==> config.mk <==
export PLATFORM = sky130hd
export DESIGN_NAME = freq_trim_calc
export DESIGN_NICKNAME = d
export VERILOG_FILES = /design/src/rtl/trim_pkg.sv /design/src/rtl/trim_div.sv /design/src/rtl/trim_mul.sv /design/src/rtl/freq_trim_calc.sv
export SDC_FILE = /design/constraint.sdc
export NUM_CORES = 2
export LEC_CHECK = 0
export BUFFER_PORTS_ARGS = -buffer_cell sky130_fd_sc_hd__buf_4
export CAP_MARGIN = 10
export CORE_UTILIZATION = 35
export DETAILED_ROUTE_END_ITERATION = 10
export PLACE_DENSITY = 0.47
export RECOVER_POWER = 50
export SLEW_MARGIN = 20
export SYNTH_ARGS = -nofsm -noshare
export SYNTH_HDL_FRONTEND = slang
export SYNTH_SLANG_ARGS = --single-unit
==> constraint.sdc <==
create_clock -name clk -period 6.74 [get_ports clk]
set_clock_uncertainty 0.1 [all_clocks]
set_input_delay 1.011 -clock clk [delete_from_list [all_inputs] [get_ports clk]]
set_output_delay 1.011 -clock clk [all_outputs]
set_load 0.005 [all_outputs]
==> src/rtl/trim_pkg.sv <==
package trim_pkg;

  localparam int unsigned  INC_W     = 64;
  localparam int unsigned  NUM_W     = 128;
  localparam int unsigned  DEN_W     = 64;
  localparam longint unsigned BASE_HZ = 64'd50_000_000;
  localparam longint unsigned NS_PER_S = 64'd1_000_000_000;
  localparam int unsigned  PPB_MUL   = 125;
  localparam int unsigned  PPB_SHIFT = 13;

  typedef enum logic [2:0] {
    ST_IDLE,
    ST_DIV_NOM,
    ST_MUL,
    ST_DIV_ADJ,
    ST_ZERO
  } trim_state_e;

endpackage

==> src/rtl/trim_div.sv <==
// Restoring divider: one quotient bit per cycle, NW cycles per division.
module trim_div #(
  parameter int unsigned NW = 128,
  parameter int unsigned DW = 64
) (
  input  logic          clk,
  input  logic          rst_n,
  input  logic          start,
  input  logic [NW-1:0] num,
  input  logic [DW-1:0] den,
  output logic          done,
  output logic [NW-1:0] quo
);
  localparam int unsigned CW = $clog2(NW + 1);

  logic [NW-1:0] n_q;
  logic [DW-1:0] d_q;
  logic [DW-1:0] r_q;
  logic [CW-1:0] cnt_q;
  logic          busy_q;
  logic [DW:0]   trial;
  logic [DW:0]   diff;
  logic          fits;

  always_comb begin
    trial = {r_q, n_q[NW-1]};
    diff  = trial - {1'b0, d_q};
    fits  = (trial >= {1'b0, d_q});
  end

  always_ff @(posedge clk or negedge rst_n) begin
    if (!rst_n) begin
      n_q    <= '0;
      d_q    <= '0;
      r_q    <= '0;
      cnt_q  <= '0;
      busy_q <= 1'b0;
      done   <= 1'b0;
    end else begin
      done <= 1'b0;
      if (start && !busy_q) begin
        n_q    <= num;
        d_q    <= den;
        r_q    <= '0;
        cnt_q  <= CW'(NW);
        busy_q <= 1'b1;
      end else if (busy_q) begin
        n_q   <= {n_q[NW-2:0], fits};
        r_q   <= fits ? diff[DW-1:0] : trial[DW-1:0];
        cnt_q <= cnt_q - 1'b1;
        if (cnt_q == CW'(1)) begin
          busy_q <= 1'b0;
          done   <= 1'b1;
        end
      end
    end
  end

  assign quo = n_q;

endmodule

==> src/rtl/trim_mul.sv <==
// Shift-add multiplier: one multiplier bit per cycle, BW cycles per product.
module trim_mul #(
  parameter int unsigned AW = 64,
  parameter int unsigned BW = 32,
  parameter int unsigned PW = 128
) (
  input  logic          clk,
  input  logic          rst_n,
  input  logic          start,
  input  logic [AW-1:0] a,
  input  logic [BW-1:0] b,
  output logic          done,
  output logic [PW-1:0] prod
);
  localparam int unsigned CW = $clog2(BW + 1);

  logic [PW-1:0] a_q;
  logic [BW-1:0] b_q;
  logic [PW-1:0] acc_q;
  logic [CW-1:0] cnt_q;
  logic          busy_q;

  always_ff @(posedge clk or negedge rst_n) begin
    if (!rst_n) begin
      a_q    <= '0;
      b_q    <= '0;
      acc_q  <= '0;
      cnt_q  <= '0;
      busy_q <= 1'b0;
      done   <= 1'b0;
    end else begin
      done <= 1'b0;
      if (start && !busy_q) begin
        a_q    <= PW'(a);
        b_q    <= b;
        acc_q  <= '0;
        cnt_q  <= CW'(BW);
        busy_q <= 1'b1;
      end else if (busy_q) begin
        if (b_q[0]) acc_q <= acc_q + a_q;
        a_q   <= a_q << 1;
        b_q   <= b_q >> 1;
        cnt_q <= cnt_q - 1'b1;
        if (cnt_q == CW'(1)) begin
          busy_q <= 1'b0;
          done   <= 1'b1;
        end
      end
    end
  end

  assign prod = acc_q;

endmodule

==> src/rtl/freq_trim_calc.sv <==
module freq_trim_calc
  import trim_pkg::*;
#(
  parameter int unsigned PPM_W   = 32,
  parameter int unsigned MUL_LSB = 33,
  parameter int unsigned MUL_W   = 6,
  parameter int unsigned DEF_MUL = 16
) (
  input  logic             clk,
  input  logic             rst_n,
  input  logic             req_valid,
  output logic             req_ready,
  input  logic             cfg_present,
  input  logic [63:0]      boot_word,
  input  logic [PPM_W-1:0] scaled_ppm,
  output logic             res_valid,
  output logic [63:0]      result,
  output logic             res_err
);
  localparam int unsigned EXT_W = PPM_W + 8;
  localparam logic [NUM_W-1:0] NOM_NUM = NUM_W'(NS_PER_S) << 32;

  trim_state_e       state_q;
  logic [MUL_W-1:0]  mul_sel;
  logic [PPM_W-1:0]  mag;
  logic [EXT_W-1:0]  ppb_sum;
  logic [EXT_W-1:0]  ppb_wide;
  logic [PPM_W-1:0]  ppb_calc;
  logic              accept;

  logic              neg_q;
  logic [PPM_W-1:0]  ppb_q;
  logic [DEN_W-1:0]  rate_q;
  logic [INC_W-1:0]  nom_q;
  logic              div_start;
  logic              mul_start;

  logic [NUM_W-1:0]  div_num;
  logic [DEN_W-1:0]  div_den;
  logic              div_done;
  logic [NUM_W-1:0]  div_quo;
  logic              mul_done;
  logic [NUM_W-1:0]  mul_prod;

  logic              unused_bits;

  assign req_ready = (state_q == ST_IDLE);
  assign accept    = req_valid && req_ready;

  always_comb begin
    mul_sel  = cfg_present ? boot_word[MUL_LSB +: MUL_W] : MUL_W'(DEF_MUL);
    mag      = scaled_ppm[PPM_W-1] ? PPM_W'(~scaled_ppm + 1'b1) : scaled_ppm;
    ppb_sum  = EXT_W'(mag) + EXT_W'(1);
    ppb_wide = (ppb_sum * EXT_W'(PPB_MUL)) >> PPB_SHIFT;
    ppb_calc = ppb_wide[PPM_W-1:0];
  end

  always_comb begin
    div_num = (state_q == ST_DIV_NOM) ? NOM_NUM : mul_prod;
    div_den = (state_q == ST_DIV_NOM) ? rate_q  : DEN_W'(NS_PER_S);
  end

  assign unused_bits = ^{boot_word, div_quo[NUM_W-1:INC_W], ppb_wide[EXT_W-1:PPM_W]};

  trim_div #(.NW(NUM_W), .DW(DEN_W)) u_div (
    .clk   (clk),
    .rst_n (rst_n),
    .start (div_start),
    .num   (div_num),
    .den   (div_den),
    .done  (div_done),
    .quo   (div_quo)
  );

  trim_mul #(.AW(INC_W), .BW(PPM_W), .PW(NUM_W)) u_mul (
    .clk   (clk),
    .rst_n (rst_n),
    .start (mul_start),
    .a     (nom_q),
    .b     (ppb_q),
    .done  (mul_done),
    .prod  (mul_prod)
  );

  always_ff @(posedge clk or negedge rst_n) begin
    if (!rst_n) begin
      state_q   <= ST_IDLE;
      neg_q     <= 1'b0;
      ppb_q     <= '0;
      rate_q    <= '0;
      nom_q     <= '0;
      div_start <= 1'b0;
      mul_start <= 1'b0;
      res_valid <= 1'b0;
      result    <= '0;
      res_err   <= 1'b0;
    end else begin
      div_start <= 1'b0;
      mul_start <= 1'b0;
      res_valid <= 1'b0;
      unique case (state_q)
        ST_IDLE: begin
          if (accept) begin
            if (mul_sel == '0) begin
              state_q <= ST_ZERO;
            end else begin
              rate_q    <= DEN_W'(BASE_HZ) * DEN_W'(mul_sel);
              neg_q     <= scaled_ppm[PPM_W-1];
              ppb_q     <= ppb_calc;
              div_start <= 1'b1;
              state_q   <= ST_DIV_NOM;
            end
          end
        end
        ST_DIV_NOM: begin
          if (div_done) begin
            nom_q     <= div_quo[INC_W-1:0];
            mul_start <= 1'b1;
            state_q   <= ST_MUL;
          end
        end
        ST_MUL: begin
          if (mul_done) begin
            div_start <= 1'b1;
            state_q   <= ST_DIV_ADJ;
          end
        end
        ST_DIV_ADJ: begin
          if (div_done) begin
            result    <= neg_q ? (nom_q - div_quo[INC_W-1:0])
                               : (nom_q + div_quo[INC_W-1:0]);
            res_err   <= 1'b0;
            res_valid <= 1'b1;
            state_q   <= ST_IDLE;
          end
        end
        ST_ZERO: begin
          result    <= '0;
          res_err   <= 1'b1;
          res_valid <= 1'b1;
          state_q   <= ST_IDLE;
        end
        default: state_q <= ST_IDLE;
      endcase
    end
  end

endmodule

# After elaboration in Yosys (flattened, before gate mapping)
# Index checks and enable logic that the tools add are counted.
# classes
add_sub_neg	8
n_mul	2
magnitude_cmp	1
eq_ne	10
mux	50
bitwise_logic	2
n_reduce_logical	16
# op_table
op	n
128-bit 2-to-1 mux	8
64-bit 2-to-1 mux	5
128-bit adder	1
32-bit 2-to-1 mux	4
64-bit case mux with 2 select lines	1
64-bit subtractor	2
65-bit by 64-bit greater-or-equal comparator with 1-bit output	1
64-bit adder	1
33-bit by 7-bit multiplier with 40-bit output, second input constant	1
32-bit by 1-bit adder with 33-bit output, second input constant	1
32-bit by 1-bit adder with 32-bit output, second input constant	1
32-bit NOT	1
19-bit by 6-bit multiplier with 25-bit output, first input constant	1
1-bit 2-to-1 mux	18
6-bit 2-to-1 mux	3
8-bit 2-to-1 mux	2
3-bit 2-to-1 mux	5
3-bit case mux with 4 select lines	1
8-bit by 1-bit equality test with 1-bit output, second input constant	1
2-bit by 1-bit inequality test with 1-bit output, second input constant	4
2-bit nonzero test	4
8-bit by 1-bit subtractor with 8-bit output, second input constant	1
3-bit by 2-bit equality test with 1-bit output, second input constant	2
6-bit by 1-bit equality test with 1-bit output, second input constant	1
other kinds (12)	19
# totals
reg_bits	750
wordCells	111

# Logic depth before layout (Yosys ltp)
# depth
ltp_word	5
ltp_mapped	32

# Modules after synthesis
# Synthesis repeated with hierarchy kept, for this count alone.
# unflattened
hier_cells	6579
area_unflattened_um2	56681.9
# by_module_without_submodules
module	instances	cells_each	area_per_inst_um2
freq_trim_calc	1	2457	21007.6
trim_mul	1	2307	19750.2
trim_div	1	1815	15924.0

# Worst setup path before layout
# OpenSTA, ideal clock, no wires.
# synth_timing
path_kind	input-to-reg
start	input scaled_ppm[31]
end	register ppb_q[26]
arrival_time_ns	8.463
path_slack_ns	-1.961
stages	32
path_cell_list	clkbuf_1 > buf_1 > clkbuf_1 > o21ai_0 > ha_1 > or3b_2 > or2_2 > nor3_1 > and3b_1 > buf_2 > nand2_1 > xnor2_1 > inv_1 > ha_1 > inv_1 > fa_1 > fa_1 > fa_1 > inv_1 > ha_1 > a21oi_1 > o21ai_0 > a21o_1 > a21oi_1 > a21oi_1 > o211ai_1 > a2111oi_0 > nor4bb_1 > nor3_1 > a2111oi_0 > xnor2_1 > o21ai_0
# synth_between
elab_chain_len	5
# synth_rtl
element	line_no	rtl
start, declared	freq_trim_calc.sv:15	input logic [PPM_W-1:0] scaled_ppm,
32-bit NOT	freq_trim_calc.sv:52	mag = scaled_ppm[PPM_W-1] ? PPM_W'(~scaled_ppm + 1'b1) : scaled_ppm;
32-bit by 1-bit adder with 32-bit output	freq_trim_calc.sv:52	
32-bit 2-to-1 mux *	freq_trim_calc.sv:52	
32-bit by 1-bit adder with 33-bit output *	freq_trim_calc.sv:53	ppb_sum = EXT_W'(mag) + EXT_W'(1);
33-bit by 7-bit multiplier with 40-bit output *	freq_trim_calc.sv:54	ppb_wide = (ppb_sum * EXT_W'(PPB_MUL)) >> PPB_SHIFT;
end signal, assigned	freq_trim_calc.sv:109	ppb_q <= ppb_calc;
end, declared	freq_trim_calc.sv:32	logic [PPM_W-1:0] ppb_q;
# Every way passes the cells marked *; elsewhere a longest branch is shown, timed or not.
# A chain may end at the register's enable or synchronous reset.

# Worst setup path after layout
# layout_timing
start	input scaled_ppm[9]
end	register ppb_q[25]
# Same word-level chain as after synthesis.

==> metrics.txt <==
outcome finished with violations; violations in the final reports capacitance limit, slew limit, setup timing; DIE WIDTH 382 µm; Sink Count 706; Vias 40,700; initial core utilization 35.5%; area fraction in and, or, nand and nor cells after synthesis 13.3%; IO Pins 167; number of global-route vias before repair 40,900; Yosys reg bits 706; most frequent cells in the layout dfrtp_1 (703), nand2_1 (597), o21ai_0 (503); die area 0.146 mm²; drt wl/cell 17.6 µm; worst reg2reg endpoint result[61]$_DFFE_PN0P_; largest area contributor in the netlist dfrtp_1; filler instances 14,300; post-synth top area share 35.0%; GRT Residual Overflow 0; warnings from Yosys 0; Crit. Startpoint scaled_ppm[9]; final setup fails 13; fin util 41.2%; Hold Path Class reg2reg; final total power 0.0158 W; worst slew pin tran 5.28 ns; Worst-path clk slew 0.06 ns; sequential area share after synthesis 35.0%; Final Hold Fails 0; Final #Nets 6,364; antenna violations before repair 1; GPL Wtd Cong 0.847; WL final 136 mm; antenna-violating nets left 0; Cells after DPL 7,561; largest net degree at the start of global routing 167; DRT iter0 DRCs 2,349; asr flop ratio synth 100%; die height 382 µm; vias per cell 5.25; CTS tree built; H-tree depth 3; post-synthesis instance area 0.0505 mm²; Worst Setup Path Type in2reg; f_max 135 MHz; Compound-Gate Fraction of Synth Area 21.2%; adder-cell share of the synthesized area 13.9%; leading cell type in the layout, fill and taps excluded dfrtp_1; I/O Buffers 108; CORE AREA 0.142 mm²; xor/xnor share of the synthesized area 7.26%; RSZ-0062 raised after global routing yes; critical path arrival 7.84 ns; Final Max Slew Viols 466; Worst Setup EP ppb_q[25]$_DFFE_PN0P_; Worst EP required 7.19 ns; area growth from synthesis to layout 16.1%; Tot GR Track Use 18.7%; Critical Path Slowest Stage Cell fa_2; top post-synthesis cells by area dfrtp_1 (35%), ha_1 (8.5%), fa_1 (5.4%); crit path max fanout 4; Max Buffers Root-to-Sink 3; delay-heaviest family, CP simple AND/OR/NAND/NOR gates; leakage power total 27.5 nW; Num CTS Buffers 85; mux contribution to synthesized area 3.64%; Crit. End Element register; syn avg cell area 8.97 µm²; Pre-antenna DRT Iters 9; layout cells sized above 1 13.9%; reg2reg start u_div.quo[0]$_DFFE_PN0P_; critical path's most frequent cell fa_1; flop-to-flop setup slack 0.53 ns; Clock Latency Late Sink 0.69 ns; PwrDens 269 mW/mm²; first-pass GRT wire length 225 mm; period utilization 110%; Remaining DRCs 0; Layout Cells excl Fill 7,747; Crit path largest cell delay 0.59 ns; final setup margin -0.652 ns; CP Launch Type primary input; detailed placement HPWL 99.7 mm; number of synthesized flops with an enable pin 0; Reg2Reg Depth 24; VDD IR max 0.295 mV; # rows 138; largest family of logic cells by synthesized area compound AO/OA/AOI/OAI gates; Post-synth top flop dfrtp_1; Post-Syn Instances 5,623; root buffer cell clkbuf_16; Rel. slew slack -252%; crit path time final 7.39 ns; buffer and inverter count on the worst path 4; max_cap viols 6; cell count along the critical path 26; post-synth cell types 96
-- tightest hold or removal path, stage by stage (launching register included) --
cell	delay, ns
dfrtp_1	0.34
nand2_1	0.05
o21ai_0	0.06
-- worst min path at each step --
stage | startpoint | end | slack (ns) | depth (start not counted)
floorplan | rate_q[12]$_DFFE_PN0P_ | u_div.d_q[12]$_DFFE_PN0P_ | 0.34 | 2
global placement | result[34]$_DFFE_PN0P_ | result[34]$_DFFE_PN0P_ | 0.36 | 2
detailed placement | rate_q[13]$_DFFE_PN0P_ | u_div.d_q[13]$_DFFE_PN0P_ | 0.37 | 2
CTS | rst_n | nom_q[12]$_DFFE_PN0P_ | 0.27 | 1
global route | ppb_q[19]$_DFFE_PN0P_ | ppb_q[19]$_DFFE_PN0P_ | 0.40 | 2
finish | u_mul.b_q[26]$_DFFE_PN0P_ | u_mul.b_q[25]$_DFFE_PN0P_ | 0.37 | 2
-- cell type report --
type,instances,area [µm²],area share [%]
Multi-Input combinational cell,4164,30900,52.7
Clock buffer,120,2460,4.20
Antenna cell,1,2.50,0.00427
Timing Repair Buffer,405,3120,5.33
Tap cell,1890,2360,4.04
Sequential cell,706,17700,30.2
Inverter,424,1590,2.72
Clock inverter,37,478,0.816
-- stage by stage --
stage	setup slack (ns)	TNS, ns	hold WS, ns	area [µm²]
6_report	-0.652	-6.26	0.370	58600
5_1_grt	-0.927	-165.43	0.396	58600
4_1_cts	-0.767	-7.20	0.273	58100
3_5_place_dp	-1.63	-26.44	0.367	55000
3_3_place_gp	-1.58	-23.85	0.363	55000
2_1_floorplan	-1.21	-12.78	0.344	50900
-- what timing repair did --
action / in CTS / in global routing
setup endpoints to repair: 20 / 25
pin swaps: 44 / 60
hold buffers: 0 / 0
resized for setup: 29 / 89
gates cloned: 0 / 0
buffers inserted: 12 / 16
hold endpoints to repair: 0 / 0
-- flip-flops by register name, indices dropped and copies added, names as in the netlist --
signal	count
u_mul.busy_q	1
res_valid	1
u_mul.a_q	128
u_div.busy_q	1
u_mul.cnt_q	6
u_div.done	1
u_div.d_q	25
ppb_q	27
neg_q	1
result	64
u_mul.prod	128
rate_q	25
nom_q	64
state_q	3
div_start	1
u_div.quo	128
u_div.cnt_q	8
u_mul.done	1
u_mul.b_q	27
res_err	1
mul_start	1
u_div.r_q	64
-- per-layer routing --
metal  part of all wire (%)  track usage [%]
met5                      0                0
met1                     50             27.0
met3                    3.1             2.07
met4                    1.6             4.30
met2                     45             29.7
-- cells by family (layout without fill, tap and decap cells) --
kind of cell,count (synthesis),after routing
AOI/OAI and AO/OA,1657,1657
and+or+nand+nor,1441,1441
buffers and inverters,758,986
DFF,706,706
adders and majority gates,480,480
xor gates and xnor gates,405,405
muxes,174,174
other,2,8
-- synth_stat cells (10+ instances only) --
master / instances
a21boi_0: 12
and3_1: 25
and2_1: 15
o21bai_1: 58
or3_1: 36
nand2_1: 603
or2_2: 13
nand2b_1: 44
nor4_1: 30
a211oi_1: 14
o31ai_1: 31
and4_1: 12
a221o_1: 10
or4_1: 22
a31oi_1: 31
nor2_1: 317
ha_1: 343
nor3_1: 79
a21o_1: 161
o22ai_1: 19
xor2_1: 147
o21ai_0: 523
a21oi_1: 399
nand4_1: 97
clkbuf_1: 305
a22o_1: 138
fa_1: 135
inv_1: 421
o211ai_1: 13
buf_1: 21
xnor2_1: 249
a22oi_1: 24
o21a_1: 25
a31o_2: 10
a221oi_1: 15
dfrtp_1: 706
nand3_1: 65
mux2_2: 76
a222oi_1: 90
nor2b_1: 36
mux2i_1: 98
-- power breakdown --
group | switching, W | internal [W] | total (W)
combinational | 0.00316 | 0.00356 | 0.00672
clock | 0.00194 | 0.00287 | 0.00481
sequential | 0 | 0.00424 | 0.00424
total | 0.00510 | 0.0107 | 0.0158
Power figures use the tool's default switching activity.
